`src/rtl/vdm_pkg.sv`:
```
package vdm_pkg;
    typedef enum logic [0:0] {
        SER_EMPTY = 1'b0,
        SER_ARMED = 1'b1
    } ser_state_t;
endpackage

```
`src/rtl/vdm_array.sv`:
```
module vdm_array #(
    parameter int ROWS = 16,
    parameter int COLS = 16,
    parameter int DW   = 8,
    localparam int RAW = $clog2(ROWS),
    localparam int CAW = $clog2(COLS)
) (
    input  logic                     clk,
    input  logic                     rst_n,
    input  logic                     ra_en,
    input  logic                     ra_we,
    input  logic [RAW-1:0]           ra_row,
    input  logic [CAW-1:0]           ra_col,
    input  logic [DW-1:0]            ra_wdata,
    output logic [DW-1:0]            ra_rdata,
    input  logic [RAW-1:0]           tap_row,
    output logic [COLS-1:0][DW-1:0]  tap_bus
);
    logic [DW-1:0] mem [ROWS][COLS];
    logic          do_wr;
    logic          do_rd;

    assign do_wr = ra_en && ra_we;
    assign do_rd = ra_en && !ra_we;

    // storage write: no reset on the array itself
    always_ff @(posedge clk) begin
        if (do_wr) begin
            mem[ra_row][ra_col] <= ra_wdata;
        end
    end

    // registered read port
    always_ff @(posedge clk) begin
        if (!rst_n) begin
            ra_rdata <= '0;
        end else if (do_rd) begin
            ra_rdata <= mem[ra_row][ra_col];
        end
    end

    // whole-row tap for the transfer path (pre-write contents)
    for (genvar c = 0; c < COLS; c++) begin : g_tap
        assign tap_bus[c] = mem[tap_row][c];
    end


    rdata_hold_chk: assert property (@(posedge clk) disable iff (!rst_n)
        !do_rd |=> $stable(ra_rdata));
endmodule

```
`src/rtl/vdm_serial.sv`:
```
module vdm_serial
    import vdm_pkg::*;
#(
    parameter int COLS = 16,
    parameter int DW   = 8,
    localparam int CAW = $clog2(COLS)
) (
    input  logic                     clk,
    input  logic                     rst_n,
    input  logic                     xfer_req,
    input  logic [CAW-1:0]           xfer_col,
    input  logic [COLS-1:0][DW-1:0]  row_in,
    input  logic                     sh_en,
    output logic                     ser_valid,
    output logic [DW-1:0]            ser_data
);
    localparam logic [CAW-1:0] LAST_COL = CAW'(COLS - 1);

    ser_state_t               state_q;
    ser_state_t               state_d;
    logic [COLS-1:0][DW-1:0]  sreg_q;
    logic [CAW-1:0]           ptr_q;
    logic                     step;

    // next-state decode: LOAD from empty, RELOAD while armed
    always_comb begin
        state_d = state_q;
        unique case (state_q)
            SER_EMPTY: if (xfer_req) state_d = SER_ARMED;
            SER_ARMED: state_d = SER_ARMED;
            default:   state_d = SER_EMPTY;
        endcase
    end

    always_ff @(posedge clk) begin
        if (!rst_n) begin
            state_q <= SER_EMPTY;
        end else begin
            state_q <= state_d;
        end
    end

    assign step = (state_q == SER_ARMED) && sh_en && !xfer_req;

    // shift register and pointer datapath
    always_ff @(posedge clk) begin
        if (!rst_n) begin
            sreg_q <= '0;
            ptr_q  <= '0;
        end else if (xfer_req) begin
            sreg_q <= row_in;
            ptr_q  <= xfer_col;
        end else if (step) begin
            ptr_q  <= (ptr_q == LAST_COL) ? '0 : ptr_q + CAW'(1);
        end
    end

    // output process
    always_comb begin
        ser_valid = 1'b0;
        ser_data  = '0;
        unique case (state_q)
            SER_EMPTY: begin
                ser_valid = 1'b0;
                ser_data  = '0;
            end
            SER_ARMED: begin
                ser_valid = 1'b1;
                ser_data  = sreg_q[ptr_q];
            end
            default: begin
                ser_valid = 1'b0;
                ser_data  = '0;
            end
        endcase
    end


    xfer_ptr_chk: assert property (@(posedge clk) disable iff (!rst_n)
        xfer_req |=> (ptr_q == $past(xfer_col)) && ser_valid);

    step_adv_chk: assert property (@(posedge clk) disable iff (!rst_n)
        (step && ptr_q != LAST_COL) |=> ptr_q == $past(ptr_q) + CAW'(1));

    idle_hold_chk: assert property (@(posedge clk) disable iff (!rst_n)
        (!xfer_req && !sh_en) |=> $stable(ptr_q));

    wrap_chk: assert property (@(posedge clk) disable iff (!rst_n)
        (step && ptr_q == LAST_COL) |=> ptr_q == '0);

    sreg_hold_chk: assert property (@(posedge clk) disable iff (!rst_n)
        !xfer_req |=> $stable(sreg_q));

    empty_out_chk: assert property (@(posedge clk) disable iff (!rst_n)
        !ser_valid |-> ser_data == '0);
endmodule

```
`src/rtl/vid_dualport_mem.sv`:
```
module vid_dualport_mem #(
    parameter int ROWS = 16,
    parameter int COLS = 16,
    parameter int DW   = 8,
    localparam int RAW = $clog2(ROWS),
    localparam int CAW = $clog2(COLS)
) (
    input  logic           clk,
    input  logic           rst_n,
    input  logic           ra_en,
    input  logic           ra_we,
    input  logic [RAW-1:0] ra_row,
    input  logic [CAW-1:0] ra_col,
    input  logic [DW-1:0]  ra_wdata,
    output logic [DW-1:0]  ra_rdata,
    input  logic           xfer_req,
    input  logic [RAW-1:0] xfer_row,
    input  logic [CAW-1:0] xfer_col,
    input  logic           sh_en,
    output logic           ser_valid,
    output logic [DW-1:0]  ser_data
);
    logic [COLS-1:0][DW-1:0] row_bus;

    vdm_array #(.ROWS(ROWS), .COLS(COLS), .DW(DW)) u_array (
        .clk      (clk),
        .rst_n    (rst_n),
        .ra_en    (ra_en),
        .ra_we    (ra_we),
        .ra_row   (ra_row),
        .ra_col   (ra_col),
        .ra_wdata (ra_wdata),
        .ra_rdata (ra_rdata),
        .tap_row  (xfer_row),
        .tap_bus  (row_bus)
    );

    vdm_serial #(.COLS(COLS), .DW(DW)) u_serial (
        .clk       (clk),
        .rst_n     (rst_n),
        .xfer_req  (xfer_req),
        .xfer_col  (xfer_col),
        .row_in    (row_bus),
        .sh_en     (sh_en),
        .ser_valid (ser_valid),
        .ser_data  (ser_data)
    );
endmodule

```
`config.mk`:
```
export PLATFORM = sky130hd
export DESIGN_NAME = vid_dualport_mem
export DESIGN_NICKNAME = d
export VERILOG_FILES = /design/src/rtl/vdm_pkg.sv /design/src/rtl/vdm_array.sv /design/src/rtl/vdm_serial.sv /design/src/rtl/vid_dualport_mem.sv
export SDC_FILE = /design/constraint.sdc
export NUM_CORES = 2
export LEC_CHECK = 0
export ABC_AREA = 1
export BUFFER_PORTS_ARGS = -buffer_cell sky130_fd_sc_hd__buf_2
export CORE_ASPECT_RATIO = 1.25
export CORE_MARGIN = 2
export CORE_UTILIZATION = 30
export CTS_CLUSTER_DIAMETER = 80
export DETAILED_ROUTE_END_ITERATION = 16
export PLACE_DENSITY = 0.51
export SLEW_MARGIN = 30
export SYNTH_ARGS = -nofsm -noshare
export SYNTH_HDL_FRONTEND = slang
export SYNTH_SLANG_ARGS = --single-unit
```
`constraint.sdc`:
```
create_clock -name clk -period 5.4 [get_ports clk]
set_clock_uncertainty 0.05 [all_clocks]
set_input_delay 0.27 -clock clk [delete_from_list [all_inputs] [get_ports clk]]
set_output_delay 0.27 -clock clk [all_outputs]
set_load 0.03 [all_outputs]
```
# After elaboration in Yosys (flattened, before gate mapping)
# Memory sizes are Yosys's and may differ from the RTL's. A register that Yosys moved wholly into a read port is not among the register bits.
# Cells that the tools add are included.
# totals
register_bits	13
mem_bits_rw	2048
input_bits	30
word_cells	36
memories	1
# op_classes
n_addsub	1
order_cmp	3
n_eq_ne	1
muxes	16
bitwise	2
reduce_logical	9
# mem_list
name	depth	width	rd	rd_clocked_by_memory_dff	wr	line	source
u_array.mem	16	128	2	1	1	vdm_array.sv:19	logic [DW-1:0] mem [ROWS][COLS];
# op_table
op	n
$mux W128	1
$bmux W8 S4	2
$demux W8 S4	1
$mux W8	4
$pmux W8 S2	1
$mux W4	3
$ge A5 B5 Y1 const B	1
$logic_and A1 B1 Y1	5
$lt A4 B5 Y1 const B	1
$lt A5 B1 Y1 const B	1
$not A4 Y5	1
$add A4 B1 Y4 const B	1
$eq A4 B4 Y1 const B	1
$pmux W1 S2	2
$logic_not A1 Y1	3
$mux W1	2
$reduce_bool A2 Y1	1
$not A1 Y1	1

# Logic depth before layout (Yosys ltp)
# logic_depth
ltp_word	6
ltp_mapped	17
mapped_depth_nobuf	15

# By module
# A second synthesis with hierarchy kept.
# hier_totals
hier_cells	12425
area_unflattened_um2	108373.9
# by_module_without_submodules
mod	n_inst	cells_each	area_per_inst_um2	seq_area_each_um2
vdm_array	1	11527	102318.1	61659.1
vdm_serial	1	898	6055.8	2662.6

# Worst setup path after synthesis
# OpenSTA, ideal clock, no wires.
# synth_path
path_kind	input port to flip-flop
from	input port ra_row[2]
to	memory u_array.mem[1][100] (netlist name), enable pin
setup_ns	0.370
arrival_ns	1.878
t_required_ns	4.980
slack_ns	3.102
stages	6
path_buffers	3
cell_sequence	nor2_1 clkbuf_1 clkbuf_1 nand2_1 clkbuf_1 nor2_1
# synth_rtl
item	line	source
start: declaration	vid_dualport_mem.sv:12	input logic [RAW-1:0] ra_row,
end: declaration	vdm_array.sv:19	
# Straight into the memory's write port.

# Worst setup path in the final report
# layout_path
from	register u_serial.ptr_q[1]
to	output port ser_data[1]
# layout_via
elab_chain_cells	3
# layout_rtl
item	line	source
start: declaration	vdm_serial.sv:22	logic [CAW-1:0] ptr_q;
start signal: assignment	vdm_serial.sv:52	ptr_q <= xfer_col;
start signal: assignment	vdm_serial.sv:54	ptr_q <= (ptr_q == LAST_COL) ? '0 : ptr_q + CAW'(1);
$bmux W8 S4	vdm_serial.sv:69	ser_data = sreg_q[ptr_q];
$mux W8 (not written as such)	vdm_serial.sv:69	
$pmux W8 S2	vdm_serial.sv:62	unique case (state_q)
end: declaration	vid_dualport_mem.sv:21	output logic [DW-1:0] ser_data
# No other way between the ends. The select of a mux whose other input is x is not followed.

==> impl_metrics.tcl <==
set metrics [dict create \
    required_ns 5.08 \
    routed_wl_um 447000 \
    num_vias 92200 \
    grt-ovfl-total 0 \
    placement.io_buffers 46 \
    rrSetupSlack_ns 2.07 \
    rows 246 \
    maxCapViolations 0 \
    synth_seq_cells 2189 \
    cts_buffer_depth 4 \
    critPathKind "register to output port" \
    p_clk_frac 0.413 \
    ioPinCount 47 \
    placed_cells 16600 \
    viasPerCell 5.42 \
    synth.area.mux_share 0 \
    gp_congestion 0.916 \
    synth_top_family_by_area "simple AND/OR/NAND/NOR gates" \
    mostFrequentLayoutCell "nand2_1" \
    leakage_nw 45.9 \
    synth_warnings 0 \
    nNetsFinal 12100 \
    pwr-share-comb 0.106 \
    grt_max_degree 163 \
    cts_buffers 220 \
    fmax_mhz 201 \
    status "finished clean" \
    grt_pass1_wl_um 631000 \
    synth_top_cell_by_area "edfxtp_1" \
    worst_pin_slew_ns 1.07 \
    critical_path_arrival_ns 4.65 \
    postSynthNetCount 12500 \
    yosysTopAreaCellShare 0.569 \
    hold_class "input port to register" \
    drive_gt1_frac 0.0614 \
    path_clk_slew_ns 0.06 \
    postCtsSetupRepairBufs 0 \
    drtIter0Drc 11400 \
    yosys-top-cells-area "edfxtp_1 57%, nand2_1 15%, o21ai_0 7.3%" \
    power_switching_mw 10.3 \
    rsz0062_at_grt "false" \
    synth_cell_type_count 36 \
    dp.final_hpwl_um 273000 \
    fin_setup_tns_ns 0 \
    cts_num_sinks 2189 \
    die-height_um 675 \
    avgSynthCellArea_sq_um 8.70 \
    min_period_ns 4.97 \
    synthXorXnorAreaFrac 0.0000810 \
    seqPwrFrac 0.480 \
    p_int_mw 28.6 \
    ant_nets 0 \
    p_per_area_nw_per_um2 321 \
    end_kind "output port" \
    die-area_sq_um 365000 \
    grt_antenna_before_repair 15 \
    ir_worst_vdd_v 0.000251 \
    startpoint_type "register" \
    totalPowerFinal_mw 39.0 \
    seq_area_frac_synth 0.595 \
    first_pass_iters 6 \
    finalNonFillerCells 17000 \
    syn_area_sq_um 108000 \
    wl_per_cell_um 26.3 \
    core_area_sq_um 359000 \
    area_growth_pct 12.3 \
    drv_slew 0 \
    route.detailed.drc 0 \
    netlist_instances 12400 \
    tritoncts "done" \
    relSlewSlack 0.284 \
    grtUsageTotal 0.236 \
    clock_latency_ns 0.93 \
    final_cell_mix "4387 x nand2_1, 2048 x edfxtp_1, 1567 x o21ai_0, 1553 x nor2_1, 420 x inv_1" \
    fin_crit_sh 0.921 \
    setup_viol 0 \
    grt_pass1_vias 84900 \
    crit_path_max_fanout 23 \
    final_hold_viol_count 0 \
    utilization 0.338 \
    synth_simple_gate_area_frac 0.222 \
    synth-compound-area-share 0.132 \
    cts_root_buffer "clkbuf_16" \
    die_x_um 541 \
    cts_max_level 4 \
    initial_core_util 0.301 \
    synthAdderAreaFrac 0.000116 \
    switching_share 0.265 \
]
==> metrics by stage <==
step                cell area (sq um)  hold slack [ns]  setup WS [ns]
global route                   121000            0.220          0.479
detailed placement             114000            0.419           1.40
floorplan                      108000            0.319           3.10
global placement               114000            0.415           1.29
CTS                            121000            0.135          0.821
finish                         121000            0.174          0.429
==> path summary, 6_finish.rpt <==
| path | cells after the start | to | from |
|---|---|---|---|
| setup / recovery | 8 | ser_data[1] | u_serial.ptr_q[1]$_SDFFE_PN0P_ |
| hold / removal | 5 | u_serial.sreg_q[43]$_SDFFE_PN0P_ | xfer_row[1] |
| setup reg to reg | 15 | u_array.ra_rdata[2]$_SDFFE_PN0P_ | u_array.mem[11][82]$_DFFE_PP_ |
| hold reg to reg | 2 | u_serial.sreg_q[13]$_SDFFE_PN0P_ | u_serial.sreg_q[13]$_SDFFE_PN0P_ |
==> sequential cells by signal (all words and copies together), names as in the netlist <==
signal            cells
u_array.mem        2048
u_serial.state_q      1
u_array.ra_rdata      8
u_serial.ptr_q        4
u_serial.sreg_q     128
==> worst max-delay path: stages (launching register included) <==
cell and delay [ns]:
dfxtp_2 0.85, inv_1 0.64, buf_4 0.41, a21oi_1 0.13, o21ai_0 0.30, nand3_1 0.36
nand3_1 0.14, a31oi_1 0.52, buf_2 0.32
==> cell type report <==
cell class	count	area, sq um
fillers	37000	238000
flip-flops and latches	2189	64300
multi-input cells	8896	38600
clock buffers	287	5970
well taps	4712	5900
repair buffers	351	3560
inverters	436	1700
clock inverters	117	1310
diodes	3	7.51
==> layer usage <==
metal  track usage  wire (um)  up-vias
li1              -          -    41400
met5             0          7        -
met3        0.0338      38500      994
met4         0.132      28100        2
met2         0.382     205000     4990
met1         0.302     175000    44800
==> timing repair <==
action	CTS	global route
hold endpoints to repair	547	0
resized for setup	0	0
hold buffers	27	0
==> kinds of logic after synthesis <==
kind of cell | after synthesis
buf+inv | 1340
flops | 2189
compound gates | 2603
xor+xnor | 1
simple gates | 6291
fa+ha+maj | 1
==> cell usage after synthesis <==
library cell / number
a21oi_1: 383
inv_1: 422
inv_2: 8
o32ai_1: 3
o311ai_1: 2
o211ai_1: 38
clkbuf_1: 539
buf_2: 276
or2_2: 2
and3_1: 1
xor2_1: 1
nor2_1: 1613
nor3_1: 37
a211oi_1: 62
nand4_1: 47
nor2_4: 2
o21a_1: 3
o22ai_1: 334
o311ai_0: 1
dfxtp_1: 141
nand3_1: 176
buf_4: 10
nand2_2: 1
a32o_1: 7
o31ai_1: 22
a32oi_1: 4
clkinv_1: 6
a21boi_0: 1
buf_1: 79
o21ai_0: 1572
a31oi_1: 18
edfxtp_1: 2048
nand2_1: 4412
ha_1: 1
o221ai_1: 118
o21ai_1: 35
==> power groups by stage <==
stage	registers [mW]	logic, mW	clock network (mW)
after floorplan	19.0	2.11	0
after global placement	19.1	4.04	0
after detailed placement	19.1	4.04	0
after CTS	18.7	4.06	16.3
after global routing	18.7	4.38	16.8
final	18.7	4.15	16.1
Power figures use the tool's default switching activity.
